--- src/rtl/useq_pkg.sv ---
package useq_pkg;
  typedef enum logic [1:0] {
    FK_PLAIN   = 2'b00,
    FK_DIRECT  = 2'b01,
    FK_RESOLVE = 2'b10,
    FK_PLAIN2  = 2'b11
  } flow_kind_e;

  function automatic logic is_direct(input logic [1:0] k);
    return flow_kind_e'(k) == FK_DIRECT;
  endfunction

  function automatic logic is_resolve(input logic [1:0] k);
    return flow_kind_e'(k) == FK_RESOLVE;
  endfunction
endpackage

--- src/rtl/useq_lat_lut.sv ---
module useq_lat_lut #(
  parameter int NUM_OPS = 8,
  parameter int OP_W = 3,
  parameter int LAT_W = 3,
  parameter int CNT_W = 4,
  parameter logic [NUM_OPS*LAT_W-1:0] LAT_TABLE = '0
) (
  input  logic [OP_W-1:0]  op,
  output logic [CNT_W-1:0] lat
);
  logic [LAT_W-1:0] field_arr [NUM_OPS];

  genvar gi;
  generate
    for (gi = 0; gi < NUM_OPS; gi++) begin : g_field
      assign field_arr[gi] = LAT_TABLE[gi*LAT_W +: LAT_W];
    end
  endgenerate

  function automatic logic [CNT_W-1:0] field_to_lat(input logic [LAT_W-1:0] f);
    return CNT_W'(f) + CNT_W'(1);
  endfunction

  always_comb begin
    if (int'(op) < NUM_OPS) lat = field_to_lat(field_arr[op]);
    else                    lat = CNT_W'(1);
  end
endmodule

--- src/rtl/useq_result_hold.sv ---
module useq_result_hold #(
  parameter int RES_W = 8,
  parameter int CNT_W = 4
) (
  input  logic             clk,
  input  logic             rst,
  input  logic             freeze,
  input  logic             load,
  input  logic [CNT_W-1:0] load_lat,
  input  logic [RES_W-1:0] load_res,
  output logic             res_fire,
  output logic             busy_long,
  output logic [RES_W-1:0] res_out
);
  logic [CNT_W-1:0] cnt_q;
  logic [RES_W-1:0] held_q;

  assign res_fire  = !freeze && (cnt_q == CNT_W'(1));
  assign busy_long = cnt_q > CNT_W'(1);
  assign res_out   = res_fire ? held_q : '0;

  always_ff @(posedge clk) begin
    if (rst) begin
      cnt_q  <= '0;
      held_q <= '0;
    end else if (!freeze) begin
      if (load) begin
        cnt_q  <= load_lat;
        held_q <= load_res;
      end else if (cnt_q != '0) begin
        cnt_q <= cnt_q - CNT_W'(1);
      end
    end
  end
endmodule

--- src/rtl/useq_flow_ctl.sv ---
module useq_flow_ctl #(
  parameter int IMM_W = 32
) (
  input  logic             clk,
  input  logic             rst,
  input  logic             freeze,
  input  logic             acc,
  input  logic [1:0]       kind,
  input  logic [IMM_W-1:0] imm,
  output logic             br_bub,
  output logic             fetch_stall,
  output logic             cu_req,
  output logic [IMM_W-1:0] cu_imm
);
  import useq_pkg::*;

  logic acc_resolve;

  assign acc_resolve = acc && is_resolve(kind);
  assign fetch_stall = acc_resolve || br_bub;
  assign cu_req      = acc && is_direct(kind);
  assign cu_imm      = cu_req ? imm : '0;

  always_ff @(posedge clk) begin
    if (rst)          br_bub <= 1'b0;
    else if (!freeze) br_bub <= acc_resolve;
  end
endmodule

--- src/rtl/useq_sequencer.sv ---
module useq_sequencer #(
  parameter int NUM_OPS = 8,
  parameter int LAT_W = 3,
  parameter int IN_W = 16,
  parameter int RES_W = 8,
  parameter int IMM_W = 32,
  parameter logic [NUM_OPS*LAT_W-1:0] LAT_TABLE = 24'h8C7440,
  localparam int OP_W = (NUM_OPS > 1) ? $clog2(NUM_OPS) : 1,
  localparam int CNT_W = $clog2((1 << LAT_W) + 1)
) (
  input  logic             clk,
  input  logic             rst,
  input  logic             in_valid,
  input  logic [OP_W-1:0]  in_op,
  input  logic [1:0]       in_kind,
  input  logic [IN_W-1:0]  in_in_moves,
  input  logic [RES_W-1:0] in_res_move,
  input  logic [IMM_W-1:0] in_imm,
  input  logic             ctl_bubble,
  output logic             in_ready,
  output logic [IN_W-1:0]  out_in_moves,
  output logic [RES_W-1:0] out_res_move,
  output logic             fetch_stall,
  output logic             cu_req,
  output logic [IMM_W-1:0] cu_imm
);
  logic             acc;
  logic [CNT_W-1:0] acc_lat;
  logic             res_fire;
  logic             busy_long;
  logic             br_bub;

  assign in_ready     = !ctl_bubble && !br_bub && !busy_long;
  assign acc          = in_valid && in_ready;
  assign out_in_moves = acc ? in_in_moves : '0;

  useq_lat_lut #(
    .NUM_OPS(NUM_OPS), .OP_W(OP_W), .LAT_W(LAT_W), .CNT_W(CNT_W),
    .LAT_TABLE(LAT_TABLE)
  ) u_lut (
    .op (in_op),
    .lat(acc_lat)
  );

  useq_result_hold #(.RES_W(RES_W), .CNT_W(CNT_W)) u_hold (
    .clk      (clk),
    .rst      (rst),
    .freeze   (ctl_bubble),
    .load     (acc),
    .load_lat (acc_lat),
    .load_res (in_res_move),
    .res_fire (res_fire),
    .busy_long(busy_long),
    .res_out  (out_res_move)
  );

  useq_flow_ctl #(.IMM_W(IMM_W)) u_flow (
    .clk        (clk),
    .rst        (rst),
    .freeze     (ctl_bubble),
    .acc        (acc),
    .kind       (in_kind),
    .imm        (in_imm),
    .br_bub     (br_bub),
    .fetch_stall(fetch_stall),
    .cu_req     (cu_req),
    .cu_imm     (cu_imm)
  );
endmodule

--- config.mk ---
export PLATFORM = sky130hd
export DESIGN_NAME = useq_sequencer
export DESIGN_NICKNAME = d
export VERILOG_FILES = /design/src/rtl/useq_pkg.sv /design/src/rtl/useq_lat_lut.sv /design/src/rtl/useq_result_hold.sv /design/src/rtl/useq_flow_ctl.sv /design/src/rtl/useq_sequencer.sv
export SDC_FILE = /design/constraint.sdc
export NUM_CORES = 1
export LEC_CHECK = 0
export ABC_AREA = 1
export BUFFER_PORTS_ARGS = -buffer_cell sky130_fd_sc_hd__buf_2
export CAP_MARGIN = 20
export CORE_ASPECT_RATIO = 0.7
export CORE_MARGIN = 2
export CORE_UTILIZATION = 36
export CTS_CLUSTER_DIAMETER = 30
export DETAILED_ROUTE_END_ITERATION = 16
export HOLD_SLACK_MARGIN = 0.12
export MAX_ROUTING_LAYER = met4
export PLACE_DENSITY = 0.84
export SLEW_MARGIN = 20
export SYNTH_ARGS = -nofsm -noshare
export SYNTH_HDL_FRONTEND = slang
export SYNTH_HIERARCHICAL = 1
export SYNTH_SLANG_ARGS = --single-unit
--- constraint.sdc ---
create_clock -name clk -period 2.4 [get_ports clk]
set_input_delay 0.48 -clock clk [delete_from_list [all_inputs] [get_ports clk]]
set_output_delay 0.48 -clock clk [all_outputs]
set_load 0.05 [all_outputs]
==> flow_summary.toml <==
[floorplan]
die_area_um2 = 3930
die_y_um = 53.1
die_w_um = 74.1
design.core.area_um2 = 3210
rows = 17
ios = 124
start_util = 0.386

[clocking]
cts_tree = "built"
clock_sinks = 13
cts_made_buffers = 3
htreeDepth = 1
root_buffer = "clkbuf_8"
hold_buffers = 0
clk_latency_ns = 0.24
clk_path_buf_depth = 2
path_clk_slew_ns = 0.05

[routing]
num_vias = 1872
drt_iter0_markers = 68
drc = 0
viasPerCell = 4.61
post_drt_wl_per_cell_um = 14.5
postRouteWirelength_um = 5910
drt-pass1-iter-count = 4
final_antenna_net_count = 0

[worst_setup_path]
crit_family = "simple AND/OR/NAND/NOR gates"
r2r-start = "u_hold/cnt_q[1]$_SDFFE_PP0P_"
cp_max_fo = 8
worstPathArrival_ns = 1.99
path_buf_inv = 4
r2r_cells = 12
crit_path_end_kind = "output pin"
slowest_stage = "dfxtp_1"
crit_chain = "nor2_4, o21ai_4, nor2_4, nand3_4, inv_8, nand2_4, nor2_4, clkinv_4, clkbuf_16, nor2_4, buf_6"
slowest_delay_ns = 0.36
ff2ff_setup_slack_ns = 0.66
crit_required_ns = 1.92
setup.worst_path.start_class = "flip-flop"
timing.rr.end = "u_hold/held_q[4]$_SDFFE_PP0P_"
path_common_cell = "nor2_4"
crit_type = "reg -> out"

[grt]
antenna_found_initial = 0
grt_pass1_vias = 1675
grt_max_degree = 17
grt_overflow = 0
grt_first_pass_wirelength_um = 7180
grt_usage = 0.241

[cells_and_area]
area_delta_synth_final_pct = 115
drive_above_1_share = 0.557
final_cells = 406
n_antenna_cell = 0
fillCellCount = 197
layout.nets = 429

[timing]
rsz0062_at_grt = "yes"
max_freq_mhz = 405
setup-violations-final = 32
setup_tns_ns = -1.08
relSlewSlack = 0.789
layout_setup_ws_ns = -0.0673
period_needed_ns = 2.47
tightest_slew_ns = 0.316
final_max_slew_viol_count = 0
finalHoldViolations = 0
holdWs_ns = 0.428
fin_crit_sh = 1.03
skew_ns = 0.00330

[worst_hold_path]
min_to = "u_hold/cnt_q[3]$_SDFFE_PP0P_"
holdPathStages = 2
hp-class = "in -> reg"
worstHoldStart = "rst"

[place]
io_buffer_count = 123
place_congestion = 0.825
dp_hpwl_um = 3230
placedCellCount = 391

[pwr]
vdd_ir_drop_max_mv = 0.498
finalPower_mw = 1.64
power_density_nw_per_um2 = 617
leakagePower_nw = 1.48

[synth]
synth_fp_nets = 294
synth_cells = 225
ys_warn_count = 6
synth_area_per_cell_um2 = 5.51
netlist_area_um2 = 1240

[status]
status = "finished with violations"
violations = "negative setup slack"

[job]
max-cap-violations = 0
where the power goes:
| group | total [mW] | internal, mW | switching (mW) |
|---|---|---|---|
| Sequential | 0.315 | 0.269 | 0.0461 |
| Clock | 0.196 | 0.117 | 0.0784 |
| Combinational | 1.13 | 0.409 | 0.722 |
flip-flops by register name, indices dropped and copies added (netlist names):
name	flops
u_hold/held_q	8
u_flow/br_bub	1
u_hold/cnt_q	4
through the flow:
| stage | cell area, um2 | util | setup WS (ns) |
|---|---|---|---|
| finish | 2660 | 0.829 | -0.0673 |
| global placement | 2160 | 0.672 | 0.136 |
| global route | 2660 | 0.829 | -0.148 |
| floorplan | 1550 | - | -0.149 |
| detailed placement | 2160 | 0.672 | 0.0893 |
| CTS | 2520 | 0.785 | 0.0207 |
placed cells by master, fill, tap and decap left out, drive strengths merged:
cell type / instances
dfxtp: 13
nor3: 1
buf: 135
a21oi: 12
nand3: 8
nor2: 70
clkbuf: 5
o21ai: 14
clkinv: 1
nand2: 21
inv: 75
ha: 4
area by class of cell:
type,instances,area (um2),share of cell area
Clock buffer,4,45.0,0.0169
Multi-Input combinational cell,130,927,0.348
Sequential cell,13,265,0.0996
Inverter,76,303,0.114
Tap cell,47,58.8,0.0221
Timing Repair Buffer,136,1060,0.400
worst max path at each step:
stage,from,endpoint,cells after the start
3_5_place_dp,u_hold/cnt_q[0]$_SDFFE_PP0P_,cu_imm[0],12
2_1_floorplan,u_hold/cnt_q[0]$_SDFFE_PP0P_,cu_imm[0],12
6_report,u_hold/cnt_q[2]$_SDFFE_PP0P_,cu_imm[13],11
5_1_grt,u_hold/cnt_q[1]$_SDFFE_PP0P_,cu_imm[13],12
4_1_cts,u_hold/cnt_q[1]$_SDFFE_PP0P_,cu_req,12
3_3_place_gp,u_hold/cnt_q[1]$_SDFFE_PP0P_,cu_imm[0],12
routing by layer:
metal,vias up,share of wire,GRT usage
met1,855,0.37,0.260
met5,-,0,-
met2,93,0.53,0.454
met4,0,0.032,0.0667
li1,902,-,-
met3,22,0.071,0.0476
timing repair:
action / 4_1_cts / 5_1_grt
pin swaps: 5 / 2
buffers inserted: 7 / 1
cloned: 2 / 1
endpoints found under the setup margin: 32 / 33
gates resized for setup: 68 / 31
No activity file was read; power rests on OpenSTA's default activity.
